===== src/rtl/hs_lane_sync_rx.sv =====
module hs_lane_sync_rx #(
  parameter int          BW         = 8,
  parameter int          CW         = 8,
  parameter int          TERM_RST   = 4,
  parameter int          SETTLE_RST = 39,
  parameter int          SETTLE_MIN = 3,
  parameter logic [BW-1:0] SYNC_RST = 8'hB8
) (
  input  logic          clk,
  input  logic          rst_n,
  input  logic          lp_stop,
  input  logic [BW-1:0] ser_byte,
  input  logic          cfg_we,
  input  logic [CW-1:0] cfg_term,
  input  logic [CW-1:0] cfg_settle,
  input  logic [BW-1:0] cfg_sync,
  output logic          term_en,
  output logic          search_en,
  output logic          aligned,
  output logic [BW-1:0] byte_out,
  output logic          byte_vld
);
  localparam int OW = $clog2(BW);

  logic [CW-1:0]   term_q, settle_q, eff_settle, cnt;
  logic [BW-1:0]   sync_q, prev;
  logic [2*BW-1:0] win;
  logic [BW-1:0]   hit;
  logic [OW-1:0]   off, hit_off;
  logic            act, hit_any;

  always_ff @(posedge clk or negedge rst_n)
    if (!rst_n) begin
      term_q   <= CW'(TERM_RST);
      settle_q <= CW'(SETTLE_RST);
      sync_q   <= SYNC_RST;
    end else if (cfg_we) begin
      term_q   <= cfg_term;
      settle_q <= cfg_settle;
      sync_q   <= cfg_sync;
    end

  assign eff_settle = (settle_q < CW'(SETTLE_MIN)) ? CW'(SETTLE_MIN) : settle_q;

  always_ff @(posedge clk or negedge rst_n)
    if (!rst_n) begin
      act <= 1'b0;
      cnt <= '0;
    end else if (lp_stop) begin
      act <= 1'b0;
      cnt <= '0;
    end else begin
      act <= 1'b1;
      if (act && cnt != '1) cnt <= cnt + 1'b1;
    end

  assign term_en   = act && (cnt >= term_q);
  assign search_en = act && (({1'b0, cnt} + 1'b1) >= {1'b0, eff_settle});

  assign win = {ser_byte, prev};

  genvar g;
  generate
    for (g = 0; g < BW; g++) begin : g_cmp
      assign hit[g] = (win[g +: BW] == sync_q);
    end
  endgenerate

  always_comb begin
    hit_any = 1'b0;
    hit_off = '0;
    for (int k = BW - 1; k >= 0; k--)
      if (hit[k]) begin
        hit_any = 1'b1;
        hit_off = OW'(k);
      end
  end

  always_ff @(posedge clk or negedge rst_n)
    if (!rst_n) prev <= '0;
    else        prev <= ser_byte;

  always_ff @(posedge clk or negedge rst_n)
    if (!rst_n) begin
      aligned  <= 1'b0;
      off      <= '0;
      byte_out <= '0;
      byte_vld <= 1'b0;
    end else if (lp_stop) begin
      aligned  <= 1'b0;
      byte_out <= '0;
      byte_vld <= 1'b0;
    end else begin
      if (search_en && !aligned && hit_any) begin
        aligned <= 1'b1;
        off     <= hit_off;
      end
      byte_vld <= aligned;
      if (aligned) byte_out <= win[off +: BW];
    end
endmodule


===== config.mk =====
export PLATFORM = sky130hd
export DESIGN_NAME = hs_lane_sync_rx
export DESIGN_NICKNAME = d
export VERILOG_FILES = /design/src/rtl/hs_lane_sync_rx.sv
export SDC_FILE = /design/constraint.sdc
export NUM_CORES = 1
export LEC_CHECK = 0
export ABC_AREA = 1
export ABC_CLOCK_PERIOD_IN_PS = 2700
export CAP_MARGIN = 10
export CORE_AREA = 2 2 94 96
export DETAILED_ROUTE_END_ITERATION = 16
export DIE_AREA = 0 0 96 98
export GPL_TIMING_DRIVEN = 1
export HOLD_SLACK_MARGIN = 0.03
export PLACE_DENSITY = 0.8
export REMOVE_ABC_BUFFERS = 1
export SLEW_MARGIN = 20
export SYNTH_ARGS = -nofsm -noshare
export SYNTH_HDL_FRONTEND = slang
export SYNTH_SLANG_ARGS = --single-unit

===== constraint.sdc =====
create_clock -name clk -period 2.7 [get_ports clk]
set_input_delay 0.81 -clock clk [delete_from_list [all_inputs] [get_ports clk]]
set_output_delay 0.81 -clock clk [all_outputs]
set_load 0.05 [all_outputs]

; Yosys cells after proc, flatten, opt, wreduce, memory -nomap -nowiden
; Index checks and enable logic that the tools add are counted.
; Widths: inputs -> output; s select.
[totals]
ff_bits = 54
input_bits = 36
output_inout_bits = 12
elab_cells = 61
[op_classes]
add_sub_neg = 2
n_lt_le_gt_ge = 3
n_eq_ne = 9
shift = 1
mux = 25
bitwise_logic = 1
reduce_logical = 10
[ops]
columns = operator, count
row1 = $eq 8x8->1, 8
row2 = $mux 8, 5
row3 = $mux 3, 8
row4 = $shiftx 16x4->8, 1
row5 = $mux 1, 12
row6 = $add 8x1->9 const B, 1
row7 = $ge 9x8->1, 1
row8 = $add 8x1->8 const B, 1
row9 = $ge 8x8->1, 1
row10 = $lt 8x2->1 const B, 1
row11 = $ne 8x8->1 const B, 1
row12 = $reduce_bool 2->1, 3
row13 = $logic_and 1x1->1, 5
row14 = $reduce_and 2->1, 1
row15 = $logic_not 1->1, 1
row16 = $not 1->1, 1

; Longest topological paths before layout
; Gate-level depths: netlist (run 1).
[depth]
ltp_word = 12
mapped_depth = 18
mapped_depth_nobuf = 18

; Worst setup path before layout (run 1)
; No wires, ideal clock.
[synth_path]
path_kind = register to output
start = register cnt[0]
end = output search_en
t_arrival_ps = 2213
required_time_ps = 1890
setup_slack_ps = -323
path_stages_with_launch = 14
cell_sequence = dfrtp_1 > ha_1 > nand3_1 > xor2_1 > inv_1 > ha_1 > nand2_1 > nor2_1 > o21ai_1 > nand3_1 > nand2_1 > nand2_1 > nand2_1 > a21oi_2
[synth_between]
elab_chain_len = 3
[synth_rtl]
columns = element, line_no
row1 = from (decl), 25  ; logic [CW-1:0] term_q, settle_q, eff_settle, cnt;
row2 = from (signal assigned), 54  ; if (act && cnt != '1) cnt <= cnt + 1'b1;
row3 = $add 8x1->9, 58  ; assign search_en = act && (({1'b0, cnt} + 1'b1) >= {1'b0, eff_settle});
row4 = $ge 9x8->1, 58
row5 = $logic_and 1x1->1, 58
row6 = to (decl), 18  ; output logic search_en,
; Every way passes these cells.

; Final worst setup path (run 1)
[layout_path]
start = register cnt[2]
end = output search_en
; The elaborated chain is that of the path after synthesis.

==> metrics.yaml, run 1 <==
clock_network:
  tritoncts: "built"
  cts_made_buffers: 5
  cts_buffer_depth: 2
  cts-root-buf: "clkbuf_8"
  cts.reportedPaths.clkPinSlew_ns: 0.11
  htree_num_levels: 2
  clock_sinks: 54
  clk_latency_ns: 0.32
synth:
  synth_top_flop_cell: "dfrtp_1"
  synth_compound_area_frac: 0.122
  synth_top_family_by_area: "simple AND/OR/NAND/NOR gates"
  synthDistinctLibCells: 40
  ys_ff_latch: 54
  synth-simple-area-share: 0.278
  synthArstFlopShare: 1.00
  yosys_warnings: 0
  synth_area_um2: 4070
  yosys.area_share.adder: 0.0523
  synth-edff-count: 0
  yosysSeqAreaShare: 0.335
  synth_mux_area_frac: 0.0132
  synth_xor_area_frac: 0.0818
  netlist_instances: 554
  avgSynthCellArea_um2: 7.34
die:
  die_y_um: 98
  dieArea_um2: 9410
  die_x_um: 96
  coreArea_um2: 8470
  pin_count: 48
  num_rows: 34
  start_util: 0.481
min_path:
  worstHoldPathType: "in2async"
routing:
  drt-total-wl_mm: 10.3
  vias: 3817
  dr.pass1.iters: 5
  drc_errors: 0
  wl_per_cell_um: 14.2
  ant_nets: 0
  via_per_inst: 5.27
  drt_iter0_markers: 210
critical_path:
  start_kind: "flip-flop"
  critical_path.max_fanout: 2
  critPathCaptureType: "primary output"
  arrival_ns: 2.40
  cp_data_required_time_ns: 1.89
  critPathKind: "reg2out"
sta:
  fin_ws_ns: -0.513
  hold_violations: 0
  drv_slew: 0
  maxSlewHeadroom: 0.598
  fin_crit_sh: 1.19
  setup_tns_ns: -0.513
  worst_slew_pin_slew_ns: 0.603
  max_freq_mhz: 311
  fin_skew_ns: 0.00498
  setup_viol: 2
  period_needed_ns: 3.21
  rsz0062_at_grt: "true"
pwr:
  clockPowerShare: 0.253
  p_seq_frac: 0.488
  power_density_nw_per_um2: 385
  p_comb_frac: 0.258
  power_switching_w: 0.000641
  p_int_w: 0.00128
  vdd.ir_drop.worst_v: 0.000250
  switching_share: 0.334
  leakage_nw: 2.36
run_status:
  failed_checks: "negative setup slack"
  status: "finished with violations"
placed_design:
  place_ws_ns: -0.243
  gp_congestion: 0.897
  port_buffers: 47
  dp_hpwl_mm: 7.30
final_layout:
  nNetsFinal: 668
  multiInputGateArea_um2: 2380
  flow.area_growth_from_synthesis_pct: 22.6
  drive_gt1_frac: 0.214
  register_area_um2: 1370
  final_common_cell: "nand2_1"
  diodes: 0
  fillers: 755
  final_cell_mix: "189 x nand2_1, 48 x o21ai_0, 44 x clkdlybuf4s50_1, 43 x dfrtp_1, 37 x inv_1"
global_route:
  grt_pass1_wl_mm: 16.6
  antenna_found_initial: 0
  grt_use_total: 0.220
  grt_overflow_total: 0
  grt_pass1_vias: 3779
  grt_max_degree: 55
run:
  max-cap-violations: 0
-- final cells by class --
cell class	instances	share of cell area
multi-input cells	411	0.478
flip-flops and latches	54	0.274
repair buffers	80	0.152
inverters	63	0.0524
well taps	108	0.0271
clock buffers	6	0.0145
clock inverters	2	0.00276
-- power groups by stage --
stage	Sequential (W)	Clock, W	Combinational [W]
floorplan	0.000931	0	0.000277
global placement	0.000946	0	0.000448
detailed placement	0.000949	0	0.000463
CTS	0.000935	0.000486	0.000473
global route	0.000946	0.000532	0.000557
finish	0.000939	0.000487	0.000496
-- metal layers --
| metal | vias up | track usage | part of all wire |
|---|---|---|---|
| met4 | 0 | 0.103 | 0.031 |
| met3 | 34 | 0.0386 | 0.048 |
| met2 | 126 | 0.384 | 0.51 |
| met5 | - | 0 | 0 |
| li1 | 1873 | - | - |
| met1 | 1784 | 0.257 | 0.41 |
-- registers in the layout, summed over array words and instances, names as in the netlist --
| register | cells |
|---|---|
| byte_out | 8 |
| cnt | 8 |
| prev | 8 |
| settle_q | 8 |
| sync_q | 8 |
| term_q | 8 |
| off | 3 |
| act | 1 |
| aligned | 1 |
| byte_vld | 1 |
-- logic make-up after synthesis --
| kind of cell | count (synthesis) |
|---|---|
| xor gates and xnor gates | 38 |
| AOI/OAI and AO/OA | 86 |
| muxes | 5 |
| buffers and inverters | 89 |
| adders and majority gates | 17 |
| and+or+nand+nor | 265 |
| DFF | 54 |
-- timing repair --
item                       in CTS  in global routing
hold endpoints to repair        0                  0
hold buffers                    0                  0
setup endpoints to repair       2                  3
pin swaps                       5                 12
resized for setup              12                 26
setup buffers                   4                  3
-- per-stage QoR --
step	area (um^2)	total power (W)	util	cells	hold slack [ns]
3_5_place_dp	4690	0.00141	0.554	710	0.492
2_1_floorplan	3850	0.00121	-	528	0.465
5_1_grt	4990	0.00203	0.589	724	0.469
6_report	4990	0.00192	0.589	724	0.449
4_1_cts	4850	0.00189	0.572	722	0.479
3_3_place_gp	4690	0.00139	0.554	710	0.484
-- critical path: stages, from the launching register on --
cell     delay [ns]
dfrtp_1        0.44
inv_2          0.11
nor3_4         0.05
or2_2          0.27
nand2_1        0.10
inv_2          0.06
ha_4           0.26
nand2_2        0.05
nor2_1         0.08
o21ai_1        0.07
nand3_1        0.07
nand2_1        0.06
nand2_1        0.07
nand2_2        0.07
a21oi_4        0.17
buf_12         0.15
-- path summary, 6_finish.rpt --
kind | start | end | slack [ns] | cells past startpoint
min reg2reg | byte_out[0] | byte_out[0] | 0.51 | 1
max in group asynchronous | rst_n | settle_q[5] | 1.94 | 2
max | cnt[2] | search_en | -0.51 | 15
max reg2reg | cnt[2] | off[0] | 0.18 | 19
min | rst_n | prev[7] | 0.45 | 2
min in group clk | byte_out[0] | byte_out[0] | 0.51 | 1
-- Yosys cell counts (2+ instances only) --
cell | instances | area share
a21oi_1 | 13 | 0.016
a21oi_2 | 2 | 0.0043
a22o_1 | 2 | 0.0043
a32o_1 | 6 | 0.015
buf_2 | 4 | 0.0049
buf_6 | 15 | 0.042
clkbuf_1 | 6 | 0.0055
dfrtp_1 | 45 | 0.28
dfstp_2 | 9 | 0.058
ha_1 | 17 | 0.052
inv_1 | 42 | 0.039
inv_2 | 13 | 0.012
inv_4 | 6 | 0.0092
mux2_2 | 3 | 0.0083
mux2i_1 | 2 | 0.0049
nand2_1 | 193 | 0.18
nand2_2 | 15 | 0.023
nand2_4 | 2 | 0.0055
nand3_1 | 9 | 0.011
nand4_1 | 6 | 0.0092
nor2_1 | 28 | 0.026
nor2_2 | 4 | 0.0061
nor3_2 | 3 | 0.0074
o21ai_0 | 51 | 0.063
o21ai_1 | 3 | 0.0037
o22ai_1 | 4 | 0.0061
or2_2 | 2 | 0.0031
xnor2_1 | 34 | 0.073
xor2_1 | 4 | 0.0086
No activity file was read; power rests on OpenSTA's default activity.
==> inputs of run 2 (changes only) <==
--- a/config.mk
+++ b/config.mk
@@ -5,15 +5,14 @@
 export SDC_FILE = /design/constraint.sdc
 export NUM_CORES = 1
 export LEC_CHECK = 0
-export ABC_AREA = 1
 export ABC_CLOCK_PERIOD_IN_PS = 2700
 export CAP_MARGIN = 10
-export CORE_AREA = 2 2 94 96
+export CORE_AREA = 2 2 122 124
 export DETAILED_ROUTE_END_ITERATION = 16
-export DIE_AREA = 0 0 96 98
+export DIE_AREA = 0 0 124 126
 export GPL_TIMING_DRIVEN = 1
 export HOLD_SLACK_MARGIN = 0.03
-export PLACE_DENSITY = 0.8
+export PLACE_DENSITY = 0.52
 export REMOVE_ABC_BUFFERS = 1
 export SLEW_MARGIN = 20
 export SYNTH_ARGS = -nofsm -noshare
==> run 2 against run 1 <==
Against the previous run:
- the run still ends with negative setup slack left
- synthesized area down 6.1%
- clock power up 38%
- global-route usage down 9.7 points
- core utilization down 25 points
- sequential cell count unchanged
- register-to-register slack worse by 0.18 ns
- synthesized cell count down 34%
- worst setup slack worse by 0.072 ns
- routed wire length down 10%
- count of clock-buffer cells in the layout unchanged
- critical endpoint unchanged
==> metrics.yaml, run 2 <==
die:
  die_x_um: 124  # +29%
  dieArea_um2: 15600  # +66%
  pin_count: 48  # unchanged
  die_y_um: 126  # +29%
  coreArea_um2: 14300  # +69%
  start_util: 0.267  # -0.214
  num_rows: 44  # +29%
synth:
  avgSynthCellArea_um2: 10.5  # +42%
  synth_top_area_frac: 0.295  # +0.0180
  synth_commonest_cells: "66 x xor2_1, 45 x dfrtp_1, 28 x nand2_1"
  ys_ff_latch: 54  # unchanged
  yosys_warnings: 0  # unchanged
  yosysSeqAreaShare: 0.357  # +0.0218
  synthTopCellsByArea: "dfrtp_1 29%, xor2_1 15%, dfstp_2 6.2%"
  synth_top_cell_by_area: "dfrtp_1"
  synthArstFlopShare: 1.00  # unchanged
  netlist_instances: 365  # -34%
  yosysMostFrequentCell: "xor2_1"
  synth_top_flop_cell: "dfrtp_1"
  synthDistinctLibCells: 46  # +15%
  synth_area_um2: 3820  # -6.1%
  synth-edff-count: 0  # unchanged
sta:
  period_needed_ns: 3.29  # +0.0723 ns
  setup_viol: 3  # +1
  fin_ws_ns: -0.586  # -0.0723 ns
  fin_skew_ns: 0.00916  # +0.00418 ns
  worst_slew_pin_slew_ns: 0.653  # +0.0499 ns
  maxSlewHeadroom: 0.565  # -0.0332
  fin_crit_sh: 1.22  # +0.0268
  max_freq_mhz: 304  # -2.2%
  rsz0062_at_grt: "true"
  drv_slew: 0  # unchanged
  hold_violations: 0  # unchanged
  holdWs_ns: 0.515  # +0.0660 ns
global_route:
  grt_overflow_total: 0  # unchanged
  grt_use_total: 0.123  # -0.0970
  antenna_found_initial: 0  # unchanged
  grt_pass1_vias: 3023  # -20%
  grt_max_degree: 38  # -31%
  grt_pass1_wl_mm: 15.2  # -8.3%
final_layout:
  final_common_cell: "xor2_1"
  diodes: 0  # unchanged
  final_area_um2: 4810  # -3.6%
  flow.area_growth_from_synthesis_pct: 25.9
  drive_gt1_frac: 0.237  # +0.0230
  utilization: 0.336  # -0.253
  multiInputGateArea_um2: 2190  # -8.3%
  fillers: 1472  # +95%
  instances_no_fill: 618  # -15%
  nNetsFinal: 486  # -27%
  register_area_um2: 1360  # -0.18%
  final_cell_mix: "66 x xor2_1, 45 x dfrtp_1, 43 x clkdlybuf4s50_1, 42 x buf_4, 28 x nand2_1"
pwr:
  switching_share: 0.294  # -0.0393
  power_density_nw_per_um2: 423  # +9.8%
  p_comb_frac: 0.205  # -0.053
  leakage_nw: 2.03  # -14%
  vdd.ir_drop.worst_v: 0.000230  # -7.8%
  power_switching_w: 0.000598  # -6.6%
  clockPowerShare: 0.329  # +0.076
  p_int_w: 0.00144  # +12%
  p_seq_frac: 0.466  # -0.022
critical_path:
  max_stage_delay_ns: 0.43  # about the same
  cp_data_required_time_ns: 1.89  # about the same
  arrival_ns: 2.48  # +0.08 ns
  r2r_end: "off[0]"
  critical_path.max_fanout: 3  # +1
  critPathCaptureType: "primary output"
  r2r_start: "cnt[1]"
  startpoint: "cnt[1]"
  r2r_slack_ns: 0  # -0.18 ns
  worstPathCellList: "ha_4 > buf_4 > xor2_1 > ha_1 > a21o_1 > a31oi_1 > nor3_1 > o41a_1 > buf_6"
  rr_worst_depth: 11  # -8
  start_kind: "flip-flop"
  endpoint: "search_en"
  critPathKind: "reg2out"
  slowest_stage: "dfrtp_1"
clock_network:
  tritoncts: "built"
  cts_buffer_depth: 2  # unchanged
  htree_num_levels: 2  # unchanged
  cts_made_buffers: 5  # unchanged
  cts_hold_buffers: 0  # unchanged
  cts-root-buf: "clkbuf_16"
  cts.reportedPaths.clkPinSlew_ns: 0.08  # -0.03 ns
  clock_sinks: 54  # unchanged
  clk_latency_ns: 0.30  # -0.02 ns
run:
  max-cap-violations: 0  # unchanged
placed_design:
  dpl_cell_area_um2: 4560  # -2.8%
  gp_congestion: 0.805  # -10%
  port_buffers: 47  # unchanged
  dp_hpwl_mm: 6.95  # -4.8%
  place_inst: 605  # -15%
routing:
  drc_errors: 0  # unchanged
  wl_per_cell_um: 14.9  # +5.3%
  drt_iter0_markers: 92  # -56%
  drt-total-wl_mm: 9.21  # -10%
  vias: 2833  # -26%
  ant_nets: 0  # unchanged
  via_per_inst: 4.58  # -13%
  dr.pass1.iters: 4  # -1
run_status:
  failed_checks: "negative setup slack"
  status: "finished with violations"
min_path:
  worstHoldPathType: "in2async"
run 2: how the worst min path moves through the flow:
stage,start,end,slack [ns],depth (start not counted)
finish,rst_n,term_q[5],0.51,1
detailed placement,term_q[0],term_q[0],0.51,1
floorplan,term_q[2],term_q[2],0.48,2
global placement,term_q[2],term_q[2],0.50,2
CTS,term_q[0],term_q[0],0.53,1
global route,rst_n,term_q[5],0.56,1
run 2: power groups by stage:
stage | logic (W) | registers, W | clock network [W]
after floorplan | 0.000223 | 0.000940 | 0
after global placement | 0.000388 | 0.000960 | 0
after detailed placement | 0.000398 | 0.000963 | 0
after CTS | 0.000412 | 0.000947 | 0.000698
after global routing | 0.000466 | 0.000957 | 0.000725
final | 0.000416 | 0.000948 | 0.000670
run 2: cell families (layout without fill, tap and decap cells):
group           Yosys count  after routing  synth area share
mux                      35             35             0.124
compound gates           53             53            0.0894
flops                    54             54             0.357
xor+xnor                 73             73             0.167
simple gates             87             87             0.121
fa+ha+maj                17             17            0.0557
buf+inv                  46            115            0.0861
run 2: worst max-delay path, delay by kind of cell, from the launching register on:
kind	cells	cell delay [ns]
buf+inv	2	0.30
xor+xnor	1	0.16
simple gates	1	0.08
compound gates	3	0.71
fa+ha+maj	2	0.49
flops	1	0.43
run 2: layout make-up:
cell class / instances / share of cell area
multi-input combinational: 265 / 0.455
sequential: 54 / 0.283
timing repair buffer: 91 / 0.171
tap: 184 / 0.0479
clock buffer: 6 / 0.0268
inverter: 16 / 0.0130
clock inverter: 2 / 0.00286
run 2: what timing repair did:
| item | in CTS | in global routing |
|---|---|---|
| gates resized for setup | 12 | 8 |
| buffers inserted | 4 | 3 |
| pin swaps | 8 | 10 |
| endpoints found under the setup margin | 4 | 6 |
run 2: through the flow:
| step | setup slack, ns | power [W] | setup TNS, ns |
|---|---|---|---|
| after floorplan | -0.420 | 0.00116 | -1.11 |
| after global placement | -0.283 | 0.00135 | -0.812 |
| after detailed placement | -0.332 | 0.00136 | -0.775 |
| after CTS | -0.623 | 0.00206 | -1.36 |
| after global routing | -0.670 | 0.00215 | -1.47 |
| final | -0.586 | 0.00203 | -1.06 |
run 2: layer usage:
layer  part of all wire  GRT usage  wire length, um  up-vias
met5                  0          0                0        -
met4              0.011     0.0278               97        0
li1                   -          -                -     1392
met1               0.46      0.157             4210     1385
met2               0.50      0.216             4600       46
met3              0.033     0.0213              302       10
